$ cat src/rtl/cmpu_pkg.sv
// Shared constants for the compare unit.
// Assumes: configuration words carry the on bit at 0 and the one-shot bit at 1.
package cmpu_pkg;
    localparam int CFG_ON_BIT     = 0;
    localparam int CFG_SINGLE_BIT = 1;
endpackage

$ cat src/rtl/cmpu_regs.sv
// Compare-value and configuration storage, written only by the register port.
// Assumes: TW <= DW; addresses 0..NCH-1 hold compare values and NCH..2NCH-1 hold configuration.
module cmpu_regs #(
    parameter int NCH = 8,
    parameter int TW  = 16,
    parameter int DW  = 16,
    parameter int AW  = 5
) (
    input  logic                    clk,
    input  logic                    rst_n,
    input  logic                    wr_en,
    input  logic [AW-1:0]           wr_addr,
    input  logic [DW-1:0]           wr_data,
    output logic [NCH-1:0][TW-1:0]  cmp_q,
    output logic [NCH-1:0]          cfg_on,
    output logic [NCH-1:0]          cfg_single
);
    import cmpu_pkg::*;

    // Store compare values and mode bits on matching writes.
    always_ff @(posedge clk) begin
        if (!rst_n) begin
            cmp_q      <= '0;
            cfg_on     <= '0;
            cfg_single <= '0;
        end else if (wr_en) begin
            for (int i = 0; i < NCH; i++) begin
                if (wr_addr == AW'(i))
                    cmp_q[i] <= wr_data[TW-1:0];
                if (wr_addr == AW'(NCH + i)) begin
                    cfg_on[i]     <= wr_data[CFG_ON_BIT];
                    cfg_single[i] <= wr_data[CFG_SINGLE_BIT];
                end
            end
        end
    end
endmodule

$ cat src/rtl/cmpu_arm.sv
// Arming word for one-shot channels: whole-word writes, per-bit hardware clear.
// Assumes: a software write at the same edge as a clear takes priority.
module cmpu_arm #(
    parameter int NCH = 8
) (
    input  logic           clk,
    input  logic           rst_n,
    input  logic           word_wr,
    input  logic [NCH-1:0] word_data,
    input  logic [NCH-1:0] hw_clr,
    output logic [NCH-1:0] armed_q
);
    // Replace the whole word on a write, otherwise drop the bits that fired.
    always_ff @(posedge clk) begin
        if (!rst_n)
            armed_q <= '0;
        else if (word_wr)
            armed_q <= word_data;
        else
            armed_q <= armed_q & ~hw_clr;
    end
endmodule

$ cat src/rtl/cmpu_chan.sv
// One compare channel: equality match, mode gating and a registered pulse.
// Assumes: the timer and the settings are stable across the sampling edge.
module cmpu_chan #(
    parameter int TW = 16
) (
    input  logic          clk,
    input  logic          rst_n,
    input  logic [TW-1:0] timer_i,
    input  logic [TW-1:0] cmp_i,
    input  logic          on_i,
    input  logic          single_i,
    input  logic          armed_i,
    output logic          clr_o,
    output logic          ev_o
);
    logic hit;

    // A match counts if the channel is on and, in one-shot mode, armed.
    always_comb begin
        hit   = on_i && (timer_i == cmp_i) && (!single_i || armed_i);
        clr_o = hit && single_i;
    end

    // Register the hit as a one-cycle pulse.
    always_ff @(posedge clk) begin
        if (!rst_n)
            ev_o <= 1'b0;
        else
            ev_o <= hit;
    end
endmodule

$ cat src/rtl/cmpu_top.sv
// Compare unit top: register bank, arming word, per-channel matchers and read mux.
// Assumes: NCH <= DW and TW <= DW; the read port is combinational.
module cmpu_top #(
    parameter int NCH = 8,
    parameter int TW  = 16,
    parameter int DW  = 16,
    parameter int AW  = $clog2(2 * NCH + 1)
) (
    input  logic            clk,
    input  logic            rst_n,
    input  logic [TW-1:0]   timer_i,
    input  logic            wr_en,
    input  logic [AW-1:0]   wr_addr,
    input  logic [DW-1:0]   wr_data,
    input  logic [AW-1:0]   rd_addr,
    output logic [DW-1:0]   rd_data,
    output logic [NCH-1:0]  ev_o
);
    import cmpu_pkg::*;

    localparam int ARM_ADDR = 2 * NCH;

    logic [NCH-1:0][TW-1:0] cmp_q;
    logic [NCH-1:0]         cfg_on;
    logic [NCH-1:0]         cfg_single;
    logic [NCH-1:0]         see_q;
    logic [NCH-1:0]         hw_clr;
    logic                   see_wr;

    // Decode a write to the arming word.
    always_comb see_wr = wr_en && (wr_addr == AW'(ARM_ADDR));

    cmpu_regs #(.NCH(NCH), .TW(TW), .DW(DW), .AW(AW)) u_regs (
        .clk(clk), .rst_n(rst_n), .wr_en(wr_en), .wr_addr(wr_addr),
        .wr_data(wr_data), .cmp_q(cmp_q), .cfg_on(cfg_on), .cfg_single(cfg_single)
    );

    cmpu_arm #(.NCH(NCH)) u_arm (
        .clk(clk), .rst_n(rst_n), .word_wr(see_wr), .word_data(wr_data[NCH-1:0]),
        .hw_clr(hw_clr), .armed_q(see_q)
    );

    for (genvar g = 0; g < NCH; g++) begin : g_chan
        cmpu_chan #(.TW(TW)) u_chan (
            .clk(clk), .rst_n(rst_n), .timer_i(timer_i), .cmp_i(cmp_q[g]),
            .on_i(cfg_on[g]), .single_i(cfg_single[g]), .armed_i(see_q[g]),
            .clr_o(hw_clr[g]), .ev_o(ev_o[g])
        );
    end

    // Select the register named by rd_addr.
    always_comb begin
        rd_data = '0;
        for (int i = 0; i < NCH; i++) begin
            if (rd_addr == AW'(i))
                rd_data = DW'(cmp_q[i]);
            if (rd_addr == AW'(NCH + i)) begin
                rd_data[CFG_ON_BIT]     = cfg_on[i];
                rd_data[CFG_SINGLE_BIT] = cfg_single[i];
            end
        end
        if (rd_addr == AW'(ARM_ADDR))
            rd_data = DW'(see_q);
    end
endmodule

$ cat config.mk
export PLATFORM = sky130hd
export DESIGN_NAME = cmpu_top
export DESIGN_NICKNAME = d
export VERILOG_FILES = /design/src/rtl/cmpu_pkg.sv /design/src/rtl/cmpu_regs.sv /design/src/rtl/cmpu_arm.sv /design/src/rtl/cmpu_chan.sv /design/src/rtl/cmpu_top.sv
export SDC_FILE = /design/constraint.sdc
export NUM_CORES = 1
export LEC_CHECK = 0
export BUFFER_PORTS_ARGS = -buffer_cell sky130_fd_sc_hd__buf_2
export CAP_MARGIN = 5
export CORE_UTILIZATION = 60
export DETAILED_ROUTE_END_ITERATION = 6
export PLACE_DENSITY = 0.8
export SYNTH_ARGS = -nofsm -noshare
export SYNTH_HDL_FRONTEND = slang
export SYNTH_HIERARCHICAL = 1
export SYNTH_SLANG_ARGS = --single-unit
$ cat constraint.sdc
create_clock -name clk -period 4.6 [get_ports clk]
set_input_delay 0.46 -clock clk [delete_from_list [all_inputs] [get_ports clk]]
set_output_delay 0.46 -clock clk [all_outputs]
set_load 0.005 [all_outputs]
==> results.json, run 1 <==
{
  "internal_power_mw": 2.317,
  "clockPowerShare": 0.468,
  "row_count": 44,
  "clk_pin_slew_worst_paths_ns": 0.07,
  "dieArea_um2": 15640,
  "wl_per_cell_um": 25.15,
  "rsz0062_at_grt": "false",
  "stdcell_count": 1253,
  "finish.utilization": 0.6820,
  "grt_pass1_wl_um": 47070,
  "period_needed_ns": 3.156,
  "syn_nets": 1062,
  "critPathArrivalTime_ns": 2.70,
  "grt_pass1_vias": 7719,
  "portBuffers": 68,
  "hold_start": "wr_data[3]",
  "power_density_nw_per_um2": 318.5,
  "cts_resized": 0,
  "drv_cap": 0,
  "postRouteAntennaNets": 0,
  "yosysSeqAreaShare": 0.3526,
  "grt_max_degree": 83,
  "fmax_ghz": 0.3168,
  "synthCells": 1017,
  "setup.worst_path.start_class": "primary input",
  "async_reset_ff_frac": 0,
  "required_ns": 4.14,
  "fin_worst_skew_ns": 0.01243,
  "hold_path_class": "primary input to register",
  "avgSynthCellArea_um2": 8.932,
  "cts_setup_buffers": 0,
  "drc": 16,
  "tightest_slew_ns": 1.298,
  "p_comb_frac": 0.090,
  "routed_wl_um": 31510,
  "drv_slew": 0,
  "grt_util_all_layers": 0.4037,
  "hold_violations": 0,
  "setup_viol_count_final": 0,
  "start_util": 0.6203,
  "status": "finished, violations left",
  "stdcell_area_um2": 9987,
  "drt-initial-drc-count": 1251,
  "viasPerCell": 6.773,
  "dr.pass1.iters": 7,
  "violations": "DRC",
  "synth_area_um2": 9084,
  "root_buffer": "clkbuf_16",
  "dpl.cell_count": 1220,
  "ff2ff_setup_slack_ns": 2.21,
  "grt_remaining_overflow": 0,
  "seq_power_share": 0.443,
  "syn_to_final_growth_pct": 9.945,
  "slew_headroom": 0.1324,
  "yosys_warnings": 6,
  "synth_area_leaders": "dfxtp_1 (35%), mux2i_1 (16%), nand2_1 (8.3%), xor2_1 (6.2%), nor2b_1 (2.3%)",
  "core_area_um2": 14640,
  "switchingPower_mw": 0.8638,
  "switching_share": 0.2716,
  "cts_buffers": 17,
  "synth_ff_type": "dfxtp_1",
  "finalCritPeriodShare": 0.6862,
  "vias": 8487,
  "die_h_um": 125.0,
  "fin_setup_tns_ns": 0,
  "layout-drive-gt1-share": 0.1404,
  "clk_latency_ns": 0.43,
  "place_congestion": 1.020,
  "p_total_mw": 3.181,
  "tritoncts": "yes",
  "final_nets": 1100,
  "netlist_top_cells_count": "nand2_1 (201), dfxtp_1 (160), mux2i_1 (148), xor2_1 (64), inv_1 (44)",
  "nFillCells": 1199,
  "yosysTopAreaCell": "dfxtp_1",
  "end_kind": "output port",
  "yosysTopAreaCellShare": 0.3526,
  "antenna_found_initial": 1,
  "ir_worst_vdd_uv": 288.2,
  "synth_edf_count": 0,
  "hold_buffers": 0,
  "dpl_cell_area_um2": 9371,
  "htree_levels": 4,
  "path_class": "primary input to output port",
  "yosysMostFrequentCell": "nand2_1",
  "io_pins": 69,
  "startpoint": "rd_addr[1]",
  "ys_ff_latch": 160,
  "synth_cell_types": 73,
  "cts_buffer_depth": 2,
  "die_w_um": 125.0,
  "cts.sinks": 160,
  "timing.rr.start": "u_regs/cmp_q[0]",
  "dp_hpwl_um": 22160,
  "p_leak_nw": 4.379,
  "path_max_fanout": 28
}
-- registers in the layout, indices dropped and copies added (netlist names) --
signal	flops
g_chan.u_chan/ev_o	8
u_arm/armed_q	8
u_regs/cmp_q	128
u_regs/cfg_single	8
u_regs/cfg_on	8
-- worst max-delay path, stage by stage --
cell      delay [ns]
buf_2           0.41
or3b_1          0.59
nor2_2          0.64
a222oi_1        0.25
o21ai_1         0.18
buf_2           0.16
-- stage by stage --
| step | hold WS, ns | worst slack [ns] |
|---|---|---|
| 2_1_floorplan | 0.4436 | 2.472 |
| 3_3_place_gp | 0.4604 | 1.597 |
| 3_5_place_dp | 0.4703 | 1.553 |
| 4_1_cts | 0.2708 | 1.551 |
| 5_1_grt | 0.2842 | 1.363 |
| 6_report | 0.2738 | 1.444 |
-- worst paths after layout --
kind,end,depth (start not counted)
max,rd_data[6],6
min,u_arm/armed_q[3],2
max reg2reg,u_arm/armed_q[0],6
min reg2reg,u_regs/cmp_q[71],2
-- power groups by stage --
stage	Clock [mW]	Sequential [mW]	Combinational, mW
after detailed placement	0	1.44	0.272
after CTS	1.49	1.41	0.274
after floorplan	0	1.43	0.170
after global routing	1.55	1.41	0.300
after global placement	0	1.44	0.271
final	1.49	1.41	0.285
-- metal layers --
| metal | routed length (um) | up-vias | global-route usage | part of all wire |
|---|---|---|---|---|
| li1 | - | 3737 | - | - |
| met1 | 12760 | 4029 | 0.5376 | 0.40 |
| met2 | 13480 | 602 | 0.6027 | 0.43 |
| met3 | 3326 | 119 | 0.07659 | 0.11 |
| met5 | 0 | - | 0 | 0 |
| met4 | 1947 | 0 | 0.2554 | 0.062 |
-- layout make-up --
class	instances	area, um^2	share of cell area
multi-input combinational	757	5381	0.5388
sequential	160	3203	0.3207
clock buffer	18	439.2	0.04397
timing repair buffer	74	387.9	0.03884
tap	184	230.2	0.02305
clock inverter	14	173.9	0.01741
inverter	45	168.9	0.01691
antenna	1	2.502	0.0002506
-- logic make-up (layout without fill, tap and decap cells) --
family	Yosys count	in the layout	synth area share
AND/OR/NAND/NOR	372	372	0.2128
flip-flops	160	160	0.3526
AO/OA/AOI/OAI	149	149	0.1309
multiplexers	148	148	0.1631
buffers and inverters	100	151	0.05578
XOR/XNOR	88	88	0.08485
other	0	1	0
-- placed cells by master (no fill, tap or decap), types with 5 or more instances in the layout --
cell	netlist	layout
a2111oi_0	8	8
a21oi_1	12	12
a221o_1	12	12
a221oi_1	16	16
a222oi_1	12	12
a22oi_1	16	16
a31o_2	6	6
a31oi_1	5	5
and4bb_2	8	8
buf_2	15	67
buf_4	9	7
clkbuf_16	0	17
dfxtp_1	160	160
inv_1	44	44
mux2i_1	148	148
nand2_1	201	201
nand2b_1	5	5
nand3_1	30	30
nor2_1	14	14
nor2b_1	34	33
nor3_1	5	5
nor3b_1	5	5
nor4_1	28	28
o21ai_0	13	13
o221ai_1	8	8
o22ai_1	11	11
or4_4	8	8
xnor2_1	24	24
xor2_1	64	64
Power figures use the tool's default switching activity.
==> run 2, diff against run 1 <==
--- a/config.mk
+++ b/config.mk
@@ -7,9 +7,9 @@
 export LEC_CHECK = 0
 export BUFFER_PORTS_ARGS = -buffer_cell sky130_fd_sc_hd__buf_2
 export CAP_MARGIN = 5
-export CORE_UTILIZATION = 60
+export CORE_UTILIZATION = 55
 export DETAILED_ROUTE_END_ITERATION = 6
-export PLACE_DENSITY = 0.8
+export PLACE_DENSITY = 0.77
 export SYNTH_ARGS = -nofsm -noshare
 export SYNTH_HDL_FRONTEND = slang
 export SYNTH_HIERARCHICAL = 1
==> constraint.sdc (replaced) <==
create_clock -name clk -period 2.59 [get_ports clk]
set_input_delay 0.259 -clock clk [delete_from_list [all_inputs] [get_ports clk]]
set_output_delay 0.259 -clock clk [all_outputs]
set_load 0.005 [all_outputs]
==> results.json, run 2 (synthesis gave the netlist of run 1 again) <==
{
  "viasPerCell": 6.462,
  "cts_setup_buffers": 0,
  "period_needed_ns": 2.377,
  "cts.sinks": 160,
  "violations": "DRC",
  "dieArea_um2": 17030,
  "dpl_cell_area_um2": 9652,
  "worst_slack_ns": 0.2129,
  "layout-drive-gt1-share": 0.1638,
  "finalCritPeriodShare": 0.9178,
  "cts_resized": 0,
  "cts_buffers": 17,
  "grt_pass1_vias": 8068,
  "r2r_cells": 5,
  "path_max_fanout": 13,
  "p_leak_nw": 4.526,
  "dp_hpwl_um": 23040,
  "routed_wl_um": 31510,
  "vias": 8498,
  "grt_util_all_layers": 0.3796,
  "r2r_end": "u_arm/armed_q[5]",
  "die_w_um": 130.5,
  "drv_cap": 0,
  "drv_slew": 0,
  "status": "finished, violations left",
  "seq_area_um2": 3203,
  "dpl.cell_count": 1283,
  "timing.rr.start": "u_regs/cmp_q[91]",
  "grt_max_degree": 52,
  "multi_input_area_um2": 5376,
  "grt_remaining_overflow": 0,
  "portBuffers": 68,
  "use_met3": 0.09528,
  "wl_per_cell_um": 23.96,
  "hold_violations": 0,
  "layout_commonest_cell": "nand2_1",
  "htree_levels": 4,
  "place_congestion": 1.030,
  "fin_setup_tns_ns": 0,
  "start_util": 0.5677,
  "core_area_um2": 16000,
  "required_ns": 2.33,
  "row_count": 46,
  "fmax_ghz": 0.4207,
  "io_pins": 69,
  "final_cell_mix": "nand2_1 (201), dfxtp_1 (160), mux2i_1 (148), buf_2 (67), xor2_1 (64)",
  "ir_worst_vdd_uv": 525.4,
  "nFillCells": 1378,
  "rsz0062_at_grt": "false",
  "slew_headroom": 0.5093,
  "top_register": "u_regs/cmp_q",
  "stdcell_count": 1315,
  "cts_buffer_depth": 2,
  "tightest_slew_ns": 0.7335,
  "power_density_nw_per_um2": 544.0,
  "postRouteAntennaNets": 0,
  "setup_viol_count_final": 0,
  "met2_usage": 0.5745,
  "drc": 2,
  "hold_start": "wr_data[3]",
  "setup.worst_path.start_class": "primary input",
  "ff2ff_setup_slack_ns": 0.49,
  "die_h_um": 130.5,
  "largest_reg_flops": 128,
  "holdPathStages": 2,
  "clk_pin_slew_worst_paths_ns": 0.07,
  "dr.pass1.iters": 7,
  "drt-initial-drc-count": 1439,
  "fin_worst_skew_ns": 0.01289,
  "min_delay_worst_endpoint": "u_arm/armed_q[3]",
  "hold_buffers": 0,
  "hold_path_class": "primary input to register",
  "grt_pass1_wl_um": 46860,
  "gr-max-usage-layer": "met2",
  "end_kind": "output port",
  "grtUsageMet1": 0.4887,
  "path_class": "primary input to output port",
  "tritoncts": "yes",
  "p_total_mw": 5.573,
  "final_nets": 1131,
  "clk_latency_ns": 0.44,
  "critPathArrivalTime_ns": 2.12,
  "n_antenna_cell": 0,
  "syn_to_final_growth_pct": 12.77,
  "stdcell_area_um2": 10240,
  "antenna_found_initial": 0,
  "place_ws_ns": 0.3247,
  "root_buffer": "clkbuf_16"
}
run 2: changes by cell type in the layout (fill, tap and decap cells not counted):
cell        change
clkinv_4        -1
clkbuf_1        +1
inv_6           +2
clkinvlp_4      +1
diode_2         -1
nor2b_4         -1
buf_4          +30
nor2b_2         +1
bufinv_16       -1
clkbuf_8        +2
clkinv_2        -1
inv_8           -3
buf_12          +1
run 2: per-stage QoR:
step	hold slack (ns)	util
4_1_cts	0.05375	0.6402
5_1_grt	0.05285	0.6402
3_3_place_gp	0.4634	0.6032
6_report	0.05628	0.6402
2_1_floorplan	0.3784	-
3_5_place_dp	0.4625	0.6032
run 2: final cells by class:
class                      instances  share of cell area
multi-input combinational        757              0.5249
sequential                       160              0.3127
timing repair buffer             105             0.06181
clock buffer                      21             0.04593
tap                              216             0.02638
inverter                          45             0.01649
clock inverter                    11             0.01185
run 2: routing by layer:
layer	wire, um	vias up
met4	1935	0
met1	12660	3979
met3	3353	137
met5	0	-
met2	13560	588
li1	-	3794
run 2: how the worst max path moves through the flow:
| stage | startpoint | to | cells after the start |
|---|---|---|---|
| floorplan | rd_addr[1] | rd_data[14] | 7 |
| global placement | rd_addr[4] | rd_data[7] | 8 |
| detailed placement | rd_addr[4] | rd_data[7] | 8 |
| CTS | rd_addr[4] | rd_data[7] | 8 |
| global route | rd_addr[4] | rd_data[5] | 8 |
| finish | rd_addr[4] | rd_data[7] | 8 |
run 2: power breakdown:
group          switching [mW]  internal [mW]
registers              0.0232           2.48
clock network            1.11           1.42
logic                   0.360          0.173
run 2: worst max-delay path, cell delays in order:
cell     delay [ns]
buf_2          0.12
buf_4          0.19
nor2_2         0.39
nand3_1        0.35
o22ai_1        0.30
a31oi_1        0.09
a221o_1        0.28
buf_2          0.13
==> run 3, diff against run 2 <==
--- a/config.mk
+++ b/config.mk
@@ -12,5 +12,4 @@
 export PLACE_DENSITY = 0.77
 export SYNTH_ARGS = -nofsm -noshare
 export SYNTH_HDL_FRONTEND = slang
-export SYNTH_HIERARCHICAL = 1
 export SYNTH_SLANG_ARGS = --single-unit
==> results.json, run 3 <==
{
  "grt_pass1_vias": 8626,
  "cp_num_buf_inv": 1,
  "fin_worst_skew_ns": 0.01183,
  "wl_per_cell_um": 23.51,
  "root_buffer": "clkbuf_16",
  "drv_cap": 0,
  "grt_pass1_wl_um": 51630,
  "period_needed_ns": 2.414,
  "dr.pass1.iters": 7,
  "dpl.cell_count": 1427,
  "holdPathStages": 3,
  "cp_top_family": "compound AO/OA/AOI/OAI gates",
  "layout-drive-gt1-share": 0.1316,
  "path_cells": "nand3b_1 > a211oi_1 > a221oi_1 > a211oi_1 > a221o_1 > buf_2",
  "finalCritPeriodShare": 0.9319,
  "io_pins": 69,
  "viasPerCell": 6.483,
  "seq_power_share": 0.450,
  "grt_max_degree": 57,
  "synth_ff_type": "dfxtp_1",
  "clk_pin_slew_worst_paths_ns": 0.07,
  "critPathArrivalTime_ns": 2.15,
  "syn_to_final_growth_pct": 10.82,
  "synth_area_leaders": "dfxtp_1 (34%), xor2_1 (9.5%), nand2_1 (9.2%), a21oi_1 (6.2%), mux2i_1 (4.2%)",
  "vias": 9458,
  "hold_start": "wr_data[11]",
  "drt-initial-drc-count": 1147,
  "setup.worst_path.start_class": "register",
  "finish.utilization": 0.6261,
  "cts_buffers": 17,
  "netlist_top_cells_count": "nand2_1 (230), dfxtp_1 (160), a21oi_1 (117), xor2_1 (102), nor2_1 (87)",
  "drc": 0,
  "die_w_um": 132.8,
  "synth_area_um2": 9403,
  "required_ns": 2.33,
  "clk_latency_ns": 0.44,
  "fmax_ghz": 0.4143,
  "place_congestion": 1.026,
  "synthCells": 1210,
  "cts.sinks": 160,
  "postRouteAntennaNets": 0,
  "r2r_end": "g_chan[7].u_chan.ev_o",
  "syn_nets": 1255,
  "ir_worst_vdd_uv": 469.6,
  "tightest_slew_ns": 0.7642,
  "grt_util_all_layers": 0.3913,
  "ff2ff_setup_slack_ns": 0.68,
  "routed_wl_um": 34300,
  "clockPowerShare": 0.436,
  "setup_viol_count_final": 0,
  "yosysTopAreaCell": "dfxtp_1",
  "synth_edf_count": 0,
  "async_reset_ff_frac": 0,
  "path_max_fanout": 3,
  "end_kind": "output port",
  "hold_violations": 0,
  "slowest_stage": "dfxtp_1",
  "ys_ff_latch": 160,
  "stdcell_count": 1459,
  "crit_top_cell": "a211oi_1",
  "status": "finished, final reports clean",
  "path_class": "register to output port",
  "cts_resized": 0,
  "layout_commonest_cell": "nand2_1",
  "dp_hpwl_um": 25450,
  "drv_slew": 0,
  "largest_reg_flops": 128,
  "tritoncts": "yes",
  "portBuffers": 68,
  "rsz0062_at_grt": "false",
  "grt_remaining_overflow": 0,
  "avgSynthCellArea_um2": 7.771,
  "row_count": 47,
  "switchingPower_mw": 1.684,
  "slew_headroom": 0.4893,
  "htree_levels": 4,
  "final_nets": 1271,
  "dieArea_um2": 17620,
  "nFillCells": 1515,
  "switching_share": 0.2974,
  "cts_buffer_depth": 2,
  "p_comb_frac": 0.114,
  "timing.rr.start": "u_regs.cmp_q[113]",
  "cp_slowest_stage_delay_ns": 0.46,
  "power_density_nw_per_um2": 543.3,
  "fin_setup_tns_ns": 0,
  "internal_power_mw": 3.978,
  "antenna_found_initial": 0,
  "core_area_um2": 16640,
  "synth_cell_types": 61,
  "r2r_cells": 4,
  "hold_path_class": "primary input to register",
  "yosysSeqAreaShare": 0.3407,
  "yosys_warnings": 0,
  "top_register": "u_regs.cmp_q",
  "n_antenna_cell": 0,
  "start_util": 0.5650,
  "yosysMostFrequentCell": "nand2_1",
  "cts_setup_buffers": 0,
  "min_delay_worst_endpoint": "u_regs.cmp_q[107]",
  "hold_buffers": 0,
  "die_h_um": 132.8,
  "p_leak_nw": 4.014,
  "yosysTopAreaCellShare": 0.3407,
  "final_cell_mix": "nand2_1 (230), dfxtp_1 (160), a21oi_1 (117), xor2_1 (102), nor2_1 (87)"
}
[run 3: kinds of logic (layout without fill, tap and decap cells)]
kind of cell           after synthesis  count (layout)  synth area share
buffers and inverters              111             140           0.05230
AO/OA/AOI/OAI                      212             212            0.1404
multiplexers                        55              55           0.06188
flip-flops                         160             160            0.3407
XOR/XNOR                           120             120            0.1126
AND/OR/NAND/NOR                    552             552            0.2922
[run 3: worst max-delay path by stage]
| stage | startpoint | to | slack [ns] | cells after the start |
|---|---|---|---|---|
| 2_1_floorplan | rd_addr[3] | rd_data[2] | 0.65 | 6 |
| 3_5_place_dp | rd_addr[0] | rd_data[11] | 0.29 | 7 |
| 4_1_cts | u_regs.cmp_q[53] | rd_data[5] | 0.25 | 5 |
| 5_1_grt | u_regs.cmp_q[53] | rd_data[5] | 0.12 | 5 |
| 6_report | u_regs.cmp_q[59] | rd_data[11] | 0.18 | 6 |
| 3_3_place_gp | rd_addr[0] | rd_data[15] | 0.28 | 7 |
[run 3: per-stage QoR]
| stage | hold slack, ns | cell area (um^2) | setup WS (ns) | power, mW |
|---|---|---|---|---|
| after floorplan | 0.4506 | 9403 | 0.6456 | 2.986 |
| after global placement | 0.4666 | 9851 | 0.2848 | 3.215 |
| after detailed placement | 0.4740 | 9851 | 0.2940 | 3.217 |
| after CTS | 0.1450 | 10420 | 0.2488 | 5.642 |
| after global routing | 0.1431 | 10420 | 0.1213 | 5.819 |
| final | 0.1423 | 10420 | 0.1763 | 5.662 |
[run 3: cell type report]
type	count	area [um^2]	area share
Tap cell	220	275.3	0.02642
Inverter	7	28.78	0.002762
Timing Repair Buffer	101	625.6	0.06004
Clock inverter	15	143.9	0.01381
Clock buffer	17	425.4	0.04083
Multi-Input combinational cell	939	5718	0.5488
Sequential cell	160	3203	0.3074
[run 3: routing by layer]
layer / wire length, um / track usage / vias up
met5: 0 / 0 / -
met4: 1257 / 0.1679 / 0
met3: 3951 / 0.08927 / 87
met2: 15070 / 0.5959 / 651
met1: 14030 / 0.5296 / 4473
li1: - / - / 4247
[run 3: tightest hold or removal path, cell delays in order]
cell	delay [ns]
buf_2	0.16
nand2_1	0.07
a21oi_1	0.05
[run 3: power by group through the flow]
stage	logic [mW]	clock network (mW)	registers (mW)
6_report	0.647	2.47	2.55
3_5_place_dp	0.619	0	2.60
4_1_cts	0.622	2.48	2.54
2_1_floorplan	0.411	0	2.58
3_3_place_gp	0.618	0	2.60
5_1_grt	0.677	2.59	2.55
